$ cat src/rtl/mcc_pkg.sv
package mcc_pkg;

    typedef enum logic [3:0] {
        ST_FETCH    = 4'd0,
        ST_DECODE   = 4'd1,
        ST_LD_ADDR  = 4'd2,
        ST_ST_ADDR  = 4'd3,
        ST_LD_READ  = 4'd4,
        ST_LD_WB    = 4'd5,
        ST_ST_WRITE = 4'd6,
        ST_ALU_EXEC = 4'd7,
        ST_ALU_WB   = 4'd8,
        ST_BR_DONE  = 4'd9,
        ST_JMP_DONE = 4'd10
    } mcc_state_e;

    typedef enum logic [2:0] {
        K_ALU    = 3'd0,
        K_LOAD   = 3'd1,
        K_STORE  = 3'd2,
        K_BRANCH = 3'd3,
        K_JUMP   = 3'd4,
        K_OTHER  = 3'd5
    } mcc_kind_e;

    typedef enum logic [1:0] {
        CLS_ADD  = 2'b00,
        CLS_SUB  = 2'b01,
        CLS_FUNC = 2'b10
    } alu_class_e;

    typedef enum logic [1:0] {
        BSEL_REG    = 2'b00,
        BSEL_FOUR   = 2'b01,
        BSEL_IMM    = 2'b10,
        BSEL_IMM_SH = 2'b11
    } bsel_e;

    typedef enum logic [1:0] {
        PCS_ALU  = 2'b00,
        PCS_OUT  = 2'b01,
        PCS_JUMP = 2'b10
    } pcsrc_e;

    typedef struct packed {
        logic       mem_rd;
        logic       mem_wr;
        logic       addr_sel;
        logic       ir_load;
        logic       pc_load;
        logic       pc_cond_load;
        pcsrc_e     pc_src;
        logic       rf_wr;
        logic       rf_dst_sel;
        logic       rf_data_sel;
        logic       alu_a_sel;
        bsel_e      alu_b_sel;
        alu_class_e alu_class;
    } mcc_ctl_t;

endpackage

$ cat src/rtl/mcc_opclass.sv
module mcc_opclass
    import mcc_pkg::*;
#(
    parameter int          OP_W      = 6,
    parameter logic [OP_W-1:0] OP_RR  = 6'b000000,
    parameter logic [OP_W-1:0] OP_LD  = 6'b100011,
    parameter logic [OP_W-1:0] OP_ST  = 6'b101011,
    parameter logic [OP_W-1:0] OP_BEQ = 6'b000100,
    parameter logic [OP_W-1:0] OP_JMP = 6'b000010
) (
    input  logic [OP_W-1:0] opcode,
    output mcc_kind_e       kind
);

    always_comb begin
        if (opcode == OP_RR)        kind = K_ALU;
        else if (opcode == OP_LD)   kind = K_LOAD;
        else if (opcode == OP_ST)   kind = K_STORE;
        else if (opcode == OP_BEQ)  kind = K_BRANCH;
        else if (opcode == OP_JMP)  kind = K_JUMP;
        else                        kind = K_OTHER;
    end

endmodule

$ cat src/rtl/mcc_next_state.sv
module mcc_next_state
    import mcc_pkg::*;
(
    input  mcc_state_e state,
    input  mcc_kind_e  kind,
    output mcc_state_e next
);

    always_comb begin
        next = ST_FETCH;
        unique case (state)
            ST_FETCH:    next = ST_DECODE;
            ST_DECODE: begin
                unique case (kind)
                    K_ALU:    next = ST_ALU_EXEC;
                    K_LOAD:   next = ST_LD_ADDR;
                    K_STORE:  next = ST_ST_ADDR;
                    K_BRANCH: next = ST_BR_DONE;
                    K_JUMP:   next = ST_JMP_DONE;
                    default:  next = ST_FETCH;
                endcase
            end
            ST_LD_ADDR:  next = ST_LD_READ;
            ST_LD_READ:  next = ST_LD_WB;
            ST_ST_ADDR:  next = ST_ST_WRITE;
            ST_ALU_EXEC: next = ST_ALU_WB;
            ST_LD_WB,
            ST_ST_WRITE,
            ST_ALU_WB,
            ST_BR_DONE,
            ST_JMP_DONE: next = ST_FETCH;
            default:     next = ST_FETCH;
        endcase
    end

endmodule

$ cat src/rtl/mcc_out_decode.sv
module mcc_out_decode
    import mcc_pkg::*;
(
    input  logic       clk,
    input  logic       rst,
    input  mcc_state_e state,
    output mcc_ctl_t   ctl
);

    always_comb begin
        ctl = '0;
        unique case (state)
            ST_FETCH: begin
                ctl.mem_rd    = 1'b1;
                ctl.ir_load   = 1'b1;
                ctl.pc_load   = 1'b1;
                ctl.pc_src    = PCS_ALU;
                ctl.alu_b_sel = BSEL_FOUR;
                ctl.alu_class = CLS_ADD;
            end
            ST_DECODE: begin
                ctl.alu_b_sel = BSEL_IMM_SH;
                ctl.alu_class = CLS_ADD;
            end
            ST_LD_ADDR,
            ST_ST_ADDR: begin
                ctl.alu_a_sel = 1'b1;
                ctl.alu_b_sel = BSEL_IMM;
                ctl.alu_class = CLS_ADD;
            end
            ST_LD_READ: begin
                ctl.mem_rd   = 1'b1;
                ctl.addr_sel = 1'b1;
            end
            ST_LD_WB: begin
                ctl.rf_wr       = 1'b1;
                ctl.rf_data_sel = 1'b1;
            end
            ST_ST_WRITE: begin
                ctl.mem_wr   = 1'b1;
                ctl.addr_sel = 1'b1;
            end
            ST_ALU_EXEC: begin
                ctl.alu_a_sel = 1'b1;
                ctl.alu_b_sel = BSEL_REG;
                ctl.alu_class = CLS_FUNC;
            end
            ST_ALU_WB: begin
                ctl.rf_wr      = 1'b1;
                ctl.rf_dst_sel = 1'b1;
            end
            ST_BR_DONE: begin
                ctl.alu_a_sel    = 1'b1;
                ctl.alu_b_sel    = BSEL_REG;
                ctl.alu_class    = CLS_SUB;
                ctl.pc_cond_load = 1'b1;
                ctl.pc_src       = PCS_OUT;
            end
            ST_JMP_DONE: begin
                ctl.pc_load = 1'b1;
                ctl.pc_src  = PCS_JUMP;
            end
            default: ctl = '0;
        endcase
    end


    mem_excl_chk: assert property (@(posedge clk) disable iff (rst)
        !(ctl.mem_rd && ctl.mem_wr));


    pc_write_excl_chk: assert property (@(posedge clk) disable iff (rst)
        !(ctl.pc_load && ctl.pc_cond_load));

endmodule

$ cat src/rtl/mcc_ctrl.sv
module mcc_ctrl
    import mcc_pkg::*;
#(
    parameter int OP_W = 6
) (
    input  logic            clk,
    input  logic            rst,
    input  logic [OP_W-1:0] opcode,
    output logic            mem_rd,
    output logic            mem_wr,
    output logic            addr_sel,
    output logic            ir_load,
    output logic            pc_load,
    output logic            pc_cond_load,
    output logic [1:0]      pc_src,
    output logic            rf_wr,
    output logic            rf_dst_sel,
    output logic            rf_data_sel,
    output logic            alu_a_sel,
    output logic [1:0]      alu_b_sel,
    output logic [1:0]      alu_class
);

    mcc_state_e state_q;
    mcc_state_e state_d;
    mcc_kind_e  kind;
    mcc_ctl_t   ctl;

    mcc_opclass #(.OP_W(OP_W)) u_opclass (
        .opcode (opcode),
        .kind   (kind)
    );

    mcc_next_state u_next (
        .state (state_q),
        .kind  (kind),
        .next  (state_d)
    );

    mcc_out_decode u_out (
        .clk   (clk),
        .rst   (rst),
        .state (state_q),
        .ctl   (ctl)
    );

    always_ff @(posedge clk) begin
        if (rst) state_q <= ST_FETCH;
        else     state_q <= state_d;
    end

    always_comb begin
        mem_rd       = ctl.mem_rd;
        mem_wr       = ctl.mem_wr;
        addr_sel     = ctl.addr_sel;
        ir_load      = ctl.ir_load;
        pc_load      = ctl.pc_load;
        pc_cond_load = ctl.pc_cond_load;
        pc_src       = ctl.pc_src;
        rf_wr        = ctl.rf_wr;
        rf_dst_sel   = ctl.rf_dst_sel;
        rf_data_sel  = ctl.rf_data_sel;
        alu_a_sel    = ctl.alu_a_sel;
        alu_b_sel    = ctl.alu_b_sel;
        alu_class    = ctl.alu_class;
    end


    reset_fetch_chk: assert property (@(posedge clk) disable iff (rst)
        $fell(rst) |-> ir_load);


    fetch_to_decode_chk: assert property (@(posedge clk) disable iff (rst)
        ir_load |=> (!ir_load && alu_b_sel == 2'b11));


    wb_then_fetch_chk: assert property (@(posedge clk) disable iff (rst)
        rf_wr |=> ir_load);


    br_then_fetch_chk: assert property (@(posedge clk) disable iff (rst)
        pc_cond_load |=> ir_load);


    ld_addr_seq_chk: assert property (@(posedge clk) disable iff (rst)
        (state_q == ST_LD_ADDR) |=> (state_q == ST_LD_READ));


    st_addr_seq_chk: assert property (@(posedge clk) disable iff (rst)
        (state_q == ST_ST_ADDR) |=> (state_q == ST_ST_WRITE));

endmodule

$ cat config.mk
export PLATFORM = sky130hd
export DESIGN_NAME = mcc_ctrl
export DESIGN_NICKNAME = d
export VERILOG_FILES = /design/src/rtl/mcc_pkg.sv /design/src/rtl/mcc_opclass.sv /design/src/rtl/mcc_next_state.sv /design/src/rtl/mcc_out_decode.sv /design/src/rtl/mcc_ctrl.sv
export SDC_FILE = /design/constraint.sdc
export NUM_CORES = 1
export LEC_CHECK = 0
export CORE_MARGIN = 2
export CORE_UTILIZATION = 30
export CTS_CLUSTER_DIAMETER = 100
export CTS_CLUSTER_SIZE = 40
export DETAILED_ROUTE_END_ITERATION = 8
export PLACE_DENSITY = 0.68
export SLEW_MARGIN = 25
export SYNTH_ARGS = -nofsm -noshare
export SYNTH_HDL_FRONTEND = slang
export SYNTH_SLANG_ARGS = --single-unit
$ cat constraint.sdc
create_clock -name clk -period 1.1 [get_ports clk]
set_input_delay 0.165 -clock clk [delete_from_list [all_inputs] [get_ports clk]]
set_output_delay 0.165 -clock clk [all_outputs]
set_load 0.005 [all_outputs]
==> reports/metrics.cfg, run 1 <==
[floorplanning]
fp.dieH_um = 41.27
ios = 24
core_sq_mm = 0.001301
num_rows = 13
die_w_um = 41.27
die_area_sq_mm = 0.001703
initial_utilization_pct = 32.02

[cts]
cts_sinks = 4
cts_tree = yes
path_clk_slew_ns = 0.04
cts_made_buffers = 3
h-tree-depth = 1
clk_path_buf_depth = 2
clock_latency_ns = 0.23
root_buffer = clkbuf_4

[synth]
synth_adder_area_share_pct = 0
synth-simple-area-share_pct = 40.54
synth_top_area_share_pct = 19.22
synth_xor_area_share_pct = 6.306
syn_avg_cell_area_sq_um = 7.062
synth_cell_types = 29
syn_nets = 67
netlist_top_cells_area = dfxtp_1 19%, nor2_1 9.0%, nand2b_1 6.0%, nor3_1 6.0%, nor4_1 4.5%
syn_inst = 59
synth.mux.area_fraction_pct = 5.105
synth-seq-cells = 4
synth_compound_area_share_pct = 20.12
yosys_warnings = 0
synth_top_family_by_area = simple AND/OR/NAND/NOR gates
seq_area_frac_synth_pct = 19.22
netlist_area_sq_um = 416.7
yosysTopAreaCell = dfxtp_1

[finish]
antenna_cells = 0
post-route-util_pct = 77.31
final_nets = 114
fin_area_sq_mm = 0.001006
reg_top3 = state_q: 4 flops
drive_gt1_share_pct = 72.12
instances_no_fill = 119
largest_register_ffs = 4
syn_to_final_growth_pct = 141.4
top_register = state_q

[sta]
period_share_pct = 125.9
slew_violations = 0
setup_tns_ns = -3.242
max_freq_mhz = 721.9
final.setup_skew_ns = 0.001763
max_slew_margin_pct = 83.22
rsz0062_at_grt = yes
worst-slew-pin-transition_ns = 0.2499
hold_violations = 0
layout_setup_ws_ns = -0.2853
setup_viol = 20
holdWs_ns = 0.4582
period_needed_ns = 1.385

[hold_path]
holdPathStages = 4
hp-start = opcode[0]
hold_path.class = input port to flop
hold_end = state_q[2]

[worst_setup_path]
r2r_cells = 4
cp_max_fo = 5
critical_path_arrival_ns = 1.22
r2r_end = state_q[3]
crit_type = flop to output pin
cp-end-kind = output pin
critical_path_required_ns = 0.94
start_kind = flop
r2r-start = state_q[1]
r2r_slack_ns = -0.17

[routing]
routed_wl_mm = 1.667
dr_total_vias = 615
drc_errors = 0
drtAntennaViolNets = 0
dr.pass1.iters = 4
drtIter0Drc = 9
viasPerCell = 5.168
detail_route.wl_per_cell_um = 14.01

[grt]
grt_util_all_layers_pct = 19.24
antenna_found_initial = 0
grt.overflow.total = 0
grt_pass1_vias = 527
grt_pass1_wl_mm = 2.180
grt_max_degree = 7

[power_and_ir_drop]
ir_drop_v = 0.0003233
p_total_uw = 558.0
powerDensity_mw_per_mm2 = 554.7
leakagePower_nw = 0.4474

[placement]
hpwl_um = 959.3
dpl_cell_area_sq_um = 783.3
dp_slack_ns = -0.4925
place_inst = 109
gp_congestion = 0.8096
port_buffers = 23

[outcome]
violations = setup timing
status = finished with violations

[run]
max_cap_violations = 0

where the power goes:
part	leakage (nW)	internal [mW]	switching, mW
Combinational	0.398	0.126	0.0952
Sequential	0.0355	0.144	0.00901
Clock	0.0138	0.122	0.0609
cells in the mapped netlist:
library cell,n
a22o_1,1
nand2_1,2
nor4_1,3
nor2b_1,1
dfxtp_1,4
nor3b_1,1
o21ba_2,1
o2bb2ai_1,1
nor2_1,10
or3_4,1
mux2_2,1
nand3_1,1
a211o_1,2
clkbuf_1,4
o21a_1,1
a211oi_2,1
mux2i_1,1
xnor2_1,1
nor3_1,5
nand2b_1,4
or3_1,2
xor2_1,2
buf_2,2
inv_1,1
nand4_1,2
o22ai_1,1
o21bai_1,1
buf_4,1
a21oi_1,1
per-layer routing:
metal / vias up / global-route usage (%) / part of all wire (%)
met1: 289 / 22.19 / 40
met2: 23 / 36.72 / 53
met5: - / 0 / 0
met3: 0 / 2.174 / 6.1
li1: 303 / - / -
met4: 0 / 4.839 / 0
cell families after synthesis:
kind of cell | after synthesis
compound gates | 10
xor+xnor | 3
buf+inv | 8
flops | 4
mux | 2
simple gates | 32
cell type report:
| class | instances | area (sq um) |
|---|---|---|
| inverter | 1 | 3.754 |
| multi-input combinational | 47 | 462.9 |
| fill | 86 | 295.3 |
| sequential | 4 | 95.09 |
| clock buffer | 3 | 22.52 |
| tap | 15 | 18.77 |
| timing repair buffer | 49 | 402.9 |
critical path, stage by stage, from the launching register on:
cell and delay [ns]:
dfxtp_4 0.36, nand2b_4 0.15, mux2_4 0.27, nor2_2 0.10
buf_2 0.11
placed cells by master, fill, tap and decap left out, drive strengths merged, types with 3 or more instances in the layout:
master          n
buf            42
dlygate4sd2     3
or3             3
nor2           10
nand2b          4
nor3            5
clkbuf          3
dfxtp           4
nor4            3
clkdlybuf4s50   4
timing repair:
| action | 4_1_cts | 5_1_grt |
|---|---|---|
| setup endpoints to repair | 20 | 20 |
| resized for setup | 97 | 21 |
| hold buffers | 0 | 0 |
| setup buffers | 4 | 3 |
| pin swaps | 13 | 10 |
worst max path at each step:
stage,startpoint,to,slack (ns),depth (start not counted)
CTS,state_q[2],pc_src[0],-0.26,4
floorplan,state_q[2],state_q[3],-0.05,4
global placement,opcode[5],state_q[1],-0.47,4
finish,state_q[2],rf_wr,-0.29,4
detailed placement,opcode[5],state_q[1],-0.49,4
global route,state_q[2],rf_wr,-0.32,4
No activity file was read; power rests on OpenSTA's default activity.
==> run 2: changes to the inputs <==
Settings changed: CAP_MARGIN set to 30, CORE_MARGIN 2 to not set, CORE_UTILIZATION 30 to 32, PLACE_DENSITY 0.68 to 0.72.
==> run 2 against run 1 <==
  * The flow still finishes with violations (setup timing)
  * Register-to-register slack about the same
  * Utilization rose by 3.4 points
  * Die area decreased by 15%
  * Worst hold slack gained 0.0084 ns
  * Combinational power down 6%
  * Non-clock buffer count fell by 1
==> reports/metrics.cfg, run 2 (same netlist as run 1, synthesis figures left out) <==
[grt]
antenna_found_initial = 0
grt_util_all_layers_pct = 25.46
grt.overflow.total = 0
grt_max_degree = 9
grt_pass1_vias = 566
grt_pass1_wl_mm = 2.532

[power_and_ir_drop]
p_switching_uw = 169.8
powerDensity_mw_per_mm2 = 595.8
sw_frac_of_total_pct = 30.53
p_int_uw = 386.4
pwr-share-comb_pct = 37.5
ir_drop_v = 0.0007426
power.share.sequential_pct = 27.5
p_clk_share_pct = 34.9
leakagePower_nw = 0.4287

[cts]
clock_latency_ns = 0.25
root_buffer = clkbuf_4
h-tree-depth = 1
clk_path_buf_depth = 2
cts_made_buffers = 3
cts_sinks = 4
path_clk_slew_ns = 0.04
cts_tree = yes

[floorplanning]
die_area_sq_mm = 0.001450
initial_utilization_pct = 36.04
ios = 24
num_rows = 12
fp.dieH_um = 38.09
die_w_um = 38.09
core_sq_mm = 0.001156

[run]
max_cap_violations = 0

[placement]
port_buffers = 23
hpwl_mm = 1.094
place_inst = 112
gp_congestion = 0.7710

[finish]
reg_top3 = state_q: 4 flops
fillCellCount = 82
largest_register_ffs = 4
post-route-util_pct = 80.74
drive_gt1_share_pct = 68.93
final_nets = 113
top_register = state_q
mostFrequentLayoutCell = buf_4
final_cell_mix = 17 x buf_4, 16 x buf_2, 8 x buf_6
instances_no_fill = 117
syn_to_final_growth_pct = 124.0
antenna_cells = 0

[sta]
worst-slew-pin-transition_ns = 0.2199
period_share_pct = 124.9
period_needed_ns = 1.374
layout_setup_ws_ns = -0.2738
slew_violations = 0
rsz0062_at_grt = yes
setup_viol = 20
hold_violations = 0
max_slew_margin_pct = 85.21
max_freq_mhz = 727.9
final.setup_skew_ns = 0.003086

[worst_setup_path]
r2r_slack_ns = -0.18
crit_type = flop to output pin
critical_path_arrival_ns = 1.21
r2r-start = state_q[1]
cp-end-kind = output pin
r2r_cells = 4
critical_path_required_ns = 0.94
r2r_end = state_q[3]
start_kind = flop
cp_max_fo = 4

[hold_path]
hp-start = opcode[0]
hold_end = state_q[2]
hold_path.class = input port to flop
holdPathStages = 5

[routing]
routed_wl_mm = 1.669
detail_route.wl_per_cell_um = 14.26
drtIter0Drc = 10
dr.pass1.iters = 4
dr_total_vias = 605
drc_errors = 0
drtAntennaViolNets = 0
viasPerCell = 5.171

[outcome]
status = finished with violations
violations = setup timing

-- run 2: per-stage QoR --
| stage | setup WS (ns) | total power [mW] | hold WS (ns) | area (sq um) | TNS (ns) |
|---|---|---|---|---|---|
| 6_report | -0.2738 | 0.5562 | 0.4666 | 933.4 | -3.324 |
| 5_1_grt | -0.2984 | 0.5728 | 0.5292 | 933.4 | -3.922 |
| 4_1_cts | -0.2603 | 0.5326 | 0.4655 | 887.1 | -3.306 |
| 3_5_place_dp | -0.4561 | 0.3455 | 0.6484 | 812.0 | -6.925 |
| 3_3_place_gp | -0.4261 | 0.3412 | 0.6547 | 812.0 | -6.633 |
| 2_1_floorplan | -0.04910 | 0.2259 | 0.3517 | 437.9 | -0.08435 |
-- run 2: how the worst max path moves through the flow --
stage               cells after the start  slack (ns)       start         end
CTS                                     4       -0.26  state_q[2]       rf_wr
detailed placement                      4       -0.46   opcode[5]  state_q[1]
floorplan                               4       -0.05  state_q[2]  state_q[3]
global route                            4       -0.30  state_q[2]       rf_wr
global placement                        4       -0.43   opcode[5]  state_q[1]
finish                                  4       -0.27  state_q[2]       rf_wr
-- run 2: power by group through the flow --
| stage | logic, mW | registers, mW | clock network (mW) |
|---|---|---|---|
| after global routing | 0.224 | 0.154 | 0.195 |
| after detailed placement | 0.187 | 0.159 | 0 |
| after CTS | 0.187 | 0.152 | 0.193 |
| after global placement | 0.182 | 0.159 | 0 |
| final | 0.209 | 0.153 | 0.194 |
| after floorplan | 0.0722 | 0.154 | 0 |
-- run 2: metal layers --
metal	vias to the layer above	GRT usage [%]	part of all wire (%)
met1	283	29.54	43
met5	-	0	0
met4	0	10.71	1.5
met2	18	47.88	52
li1	302	-	-
met3	2	0.5814	3.4
-- run 2: area by class of cell --
| class | instances | area (sq um) | area share [%] |
|---|---|---|---|
| clock buffer | 3 | 22.52 | 2.413 |
| sequential | 4 | 95.09 | 10.19 |
| multi-input combinational | 47 | 427.9 | 45.84 |
| timing repair buffer | 48 | 364.1 | 39.01 |
| inverter | 1 | 6.256 | 0.6702 |
| tap | 14 | 17.52 | 1.877 |
-- run 2: critical path, cell delays in order (launching register included) --
cell and delay, ns:
dfxtp_4 0.36, nand2b_4 0.16, mux2_4 0.27, nor2_1 0.08
buf_2 0.11
-- run 2: timing repair --
| item | in CTS | in global routing |
|---|---|---|
| pin swaps | 10 | 4 |
| setup endpoints to repair | 20 | 20 |
| buffers inserted | 1 | 1 |
| hold buffers | 0 | 0 |
| cloned | 0 | 0 |
| gates resized for setup | 93 | 15 |
==> run 3: changes to the inputs <==
Settings changed: ABC_AREA set to 1, CORE_AREA set to 2 2 39 41, CORE_UTILIZATION 32 to not set, DIE_AREA set to 0 0 41 43, PLACE_DENSITY 0.72 to 0.67.
==> run 3 against run 2 <==
  * The run still ends with setup timing left
  * Global-route usage down 5.8 points
  * Routed wire length down 2.8%
  * Cell count up 17%
  * Non-clock buffer count unchanged
  * Sequential share of layout area up 0.055 points
  * Via count up 5.3%
  * Cell area down 0.54%
  * Die area up 22%
  * Power down 0.91%
  * Setup slack worse by 0.069 ns
  * First-iteration DRC count down 50%
  * Register-to-register slack worse by 0.02 ns
  * Critical endpoint is now alu_a_sel
  * Largest power group unchanged
==> reports/metrics.cfg, run 3 <==
[worst_setup_path]
crit_type = flop to output pin
start_kind = flop
slowest_delay_ns = 0.35
cp-end-kind = output pin
crit_slowest_cell = dfxtp_4
cp_max_fo = 5
crit_buf_inv = 3
critical_path_arrival_ns = 1.28
critPathTopFamily = simple AND/OR/NAND/NOR gates
critical_path_required_ns = 0.94
r2r_slack_ns = -0.20
crit_chain = buf_6, nor2_4, inv_4, nor2_2, nor3_2, nand2_1, buf_2

[finish]
syn_to_final_growth_pct = 145.7
final_cell_mix = 16 x buf_4, 13 x buf_6, 12 x buf_2
largest_register_ffs = 4
fillCellCount = 110
mostFrequentLayoutCell = buf_4
reg_top3 = state_q: 4 flops
drive_gt1_share_pct = 66.12
antenna_cells = 0
final_nets = 131
top_register = state_q

[power_and_ir_drop]
sw_frac_of_total_pct = 30.97
p_switching_uw = 170.7
pwr-share-comb_pct = 36.6
ir_drop_v = 0.0003865
leakagePower_nw = 0.4412
p_int_uw = 380.4
power.share.sequential_pct = 28.0
p_clk_share_pct = 35.3
p_total_uw = 551.1
powerDensity_mw_per_mm2 = 593.6

[placement]
port_buffers = 23
gp_congestion = 0.7195
hpwl_um = 888.1

[routing]
viasPerCell = 4.650
wl_met2_um = 982
drtIter0Drc = 5
drtAntennaViolNets = 0
routed_wl_mm = 1.622
dr.max_layer_used = met4
drt-met1-wl_um = 524
wl_met3_um = 78
dr_total_vias = 637
drc_errors = 0
detail_route.wl_per_cell_um = 11.84
dr.pass1.iters = 3

[synth]
synth_ff_type = dfxtp_1
synth_edf_count = 0
yosys_warnings = 0
yosys-top-cells-count = 25 x nor2_1, 10 x nand2_1, 7 x inv_1, 6 x inv_2
async_reset_ff_share_pct = 0
synth.most_common_cell = nor2_1
netlist_area_sq_um = 377.9
netlist_top_cells_area = nor2_1 25%, dfxtp_1 21%, nand2_1 9.9%, inv_1 7.0%, inv_2 6.0%
yosysTopAreaCell = nor2_1
seq_area_frac_synth_pct = 21.19
synth-seq-cells = 4
synth_cell_types = 16
synth_top_area_share_pct = 24.83
syn_avg_cell_area_sq_um = 5.322
syn_inst = 71
syn_nets = 79

[grt]
grt_max_degree = 7
grt_pass1_vias = 587
grt_pass1_wl_mm = 2.290
grt.overflow.total = 0
antenna_found_initial = 0
grt_util_all_layers_pct = 19.66

[sta]
rsz0062_at_grt = yes
max_slew_margin_pct = 86.68
hold_violations = 0
worst-slew-pin-transition_ns = 0.1992
setup_viol = 20
period_share_pct = 131.1
max_freq_mhz = 693.2
final.setup_skew_ns = 0.008536
period_needed_ns = 1.443
layout_setup_ws_ns = -0.3425
slew_violations = 0
holdWs_ns = 0.5732

[cts]
cts_sinks = 4
clk_path_buf_depth = 2
root_buffer = clkbuf_4
path_clk_slew_ns = 0.04
h-tree-depth = 1
cts_tree = yes
clock_latency_ns = 0.25
cts_made_buffers = 3

[hold_path]
hold_path.class = input port to flop

[floorplanning]
die_area_sq_mm = 0.001763
fp.dieH_um = 43
num_rows = 14
core_sq_mm = 0.001384
die_w_um = 41
initial_utilization_pct = 27.31
ios = 24

[outcome]
status = finished with violations
violations = setup timing

[run]
max_cap_violations = 0

==> run 3: cell types whose count changed in the layout (fill, tap and decap cells not counted), sizes merged, moves of 4 or more <==
cell    change
nor2       +19
inv        +12
nand2       +9
nand2b      -4
nor3        -4
==> run 3: metrics by stage <==
stage	cell area, sq um	cells	setup WS (ns)	utilization (%)	TNS (ns)
finish	928.4	137	-0.3425	67.09	-4.453
global route	928.4	137	-0.4352	67.09	-5.602
CTS	809.5	134	-0.3073	58.50	-4.043
detailed placement	733.2	124	-0.4490	52.98	-6.245
global placement	733.2	124	-0.4363	52.98	-6.132
floorplan	377.9	71	0.04074	-	0
==> run 3: cell families after synthesis <==
kind of cell | after synthesis | share of synthesized area [%]
AOI/OAI and AO/OA | 8 | 11.26
buffers and inverters | 14 | 14.90
DFF | 4 | 21.19
and+or+nand+nor | 45 | 52.65
==> run 3: final timing paths <==
path | end | cells past startpoint | startpoint
worst min-delay path | state_q[3] | 2 | rst
worst min register to register | state_q[2] | 5 | state_q[0]
worst max-delay path | alu_a_sel | 7 | state_q[3]
worst max register to register | state_q[0] | 9 | state_q[3]
==> run 3: metal layers <==
| metal | GRT usage, % | vias up |
|---|---|---|
| met2 | 35.63 | 29 |
| met1 | 16.67 | 280 |
| met3 | 4.712 | 4 |
| met4 | 14.00 | 0 |
| li1 | - | 324 |
| met5 | 0 | - |
==> run 3: repair_timing <==
action	4_1_cts	5_1_grt
endpoints found under the setup margin	18	20
buffers inserted	8	4
pin swaps	13	12
hold buffers	0	0
gates cloned	0	0
resized for setup	87	29
==> run 3: layout make-up <==
type                            count  area [sq um]  area share, %
Clock buffer                        3         22.52          2.426
Inverter                           13         56.30          6.065
Multi-Input combinational cell     53         337.8          36.39
Sequential cell                     4         95.09          10.24
Tap cell                           16         20.02          2.156
Timing Repair Buffer               48         396.6          42.72
==> run 3: power groups by stage <==
stage               registers, mW  logic, mW  clock network [mW]
floorplan                   0.157     0.0575                   0
global placement            0.157      0.155                   0
detailed placement          0.157      0.156                   0
CTS                         0.157      0.168               0.190
global route                0.155      0.221               0.200
finish                      0.155      0.202               0.195
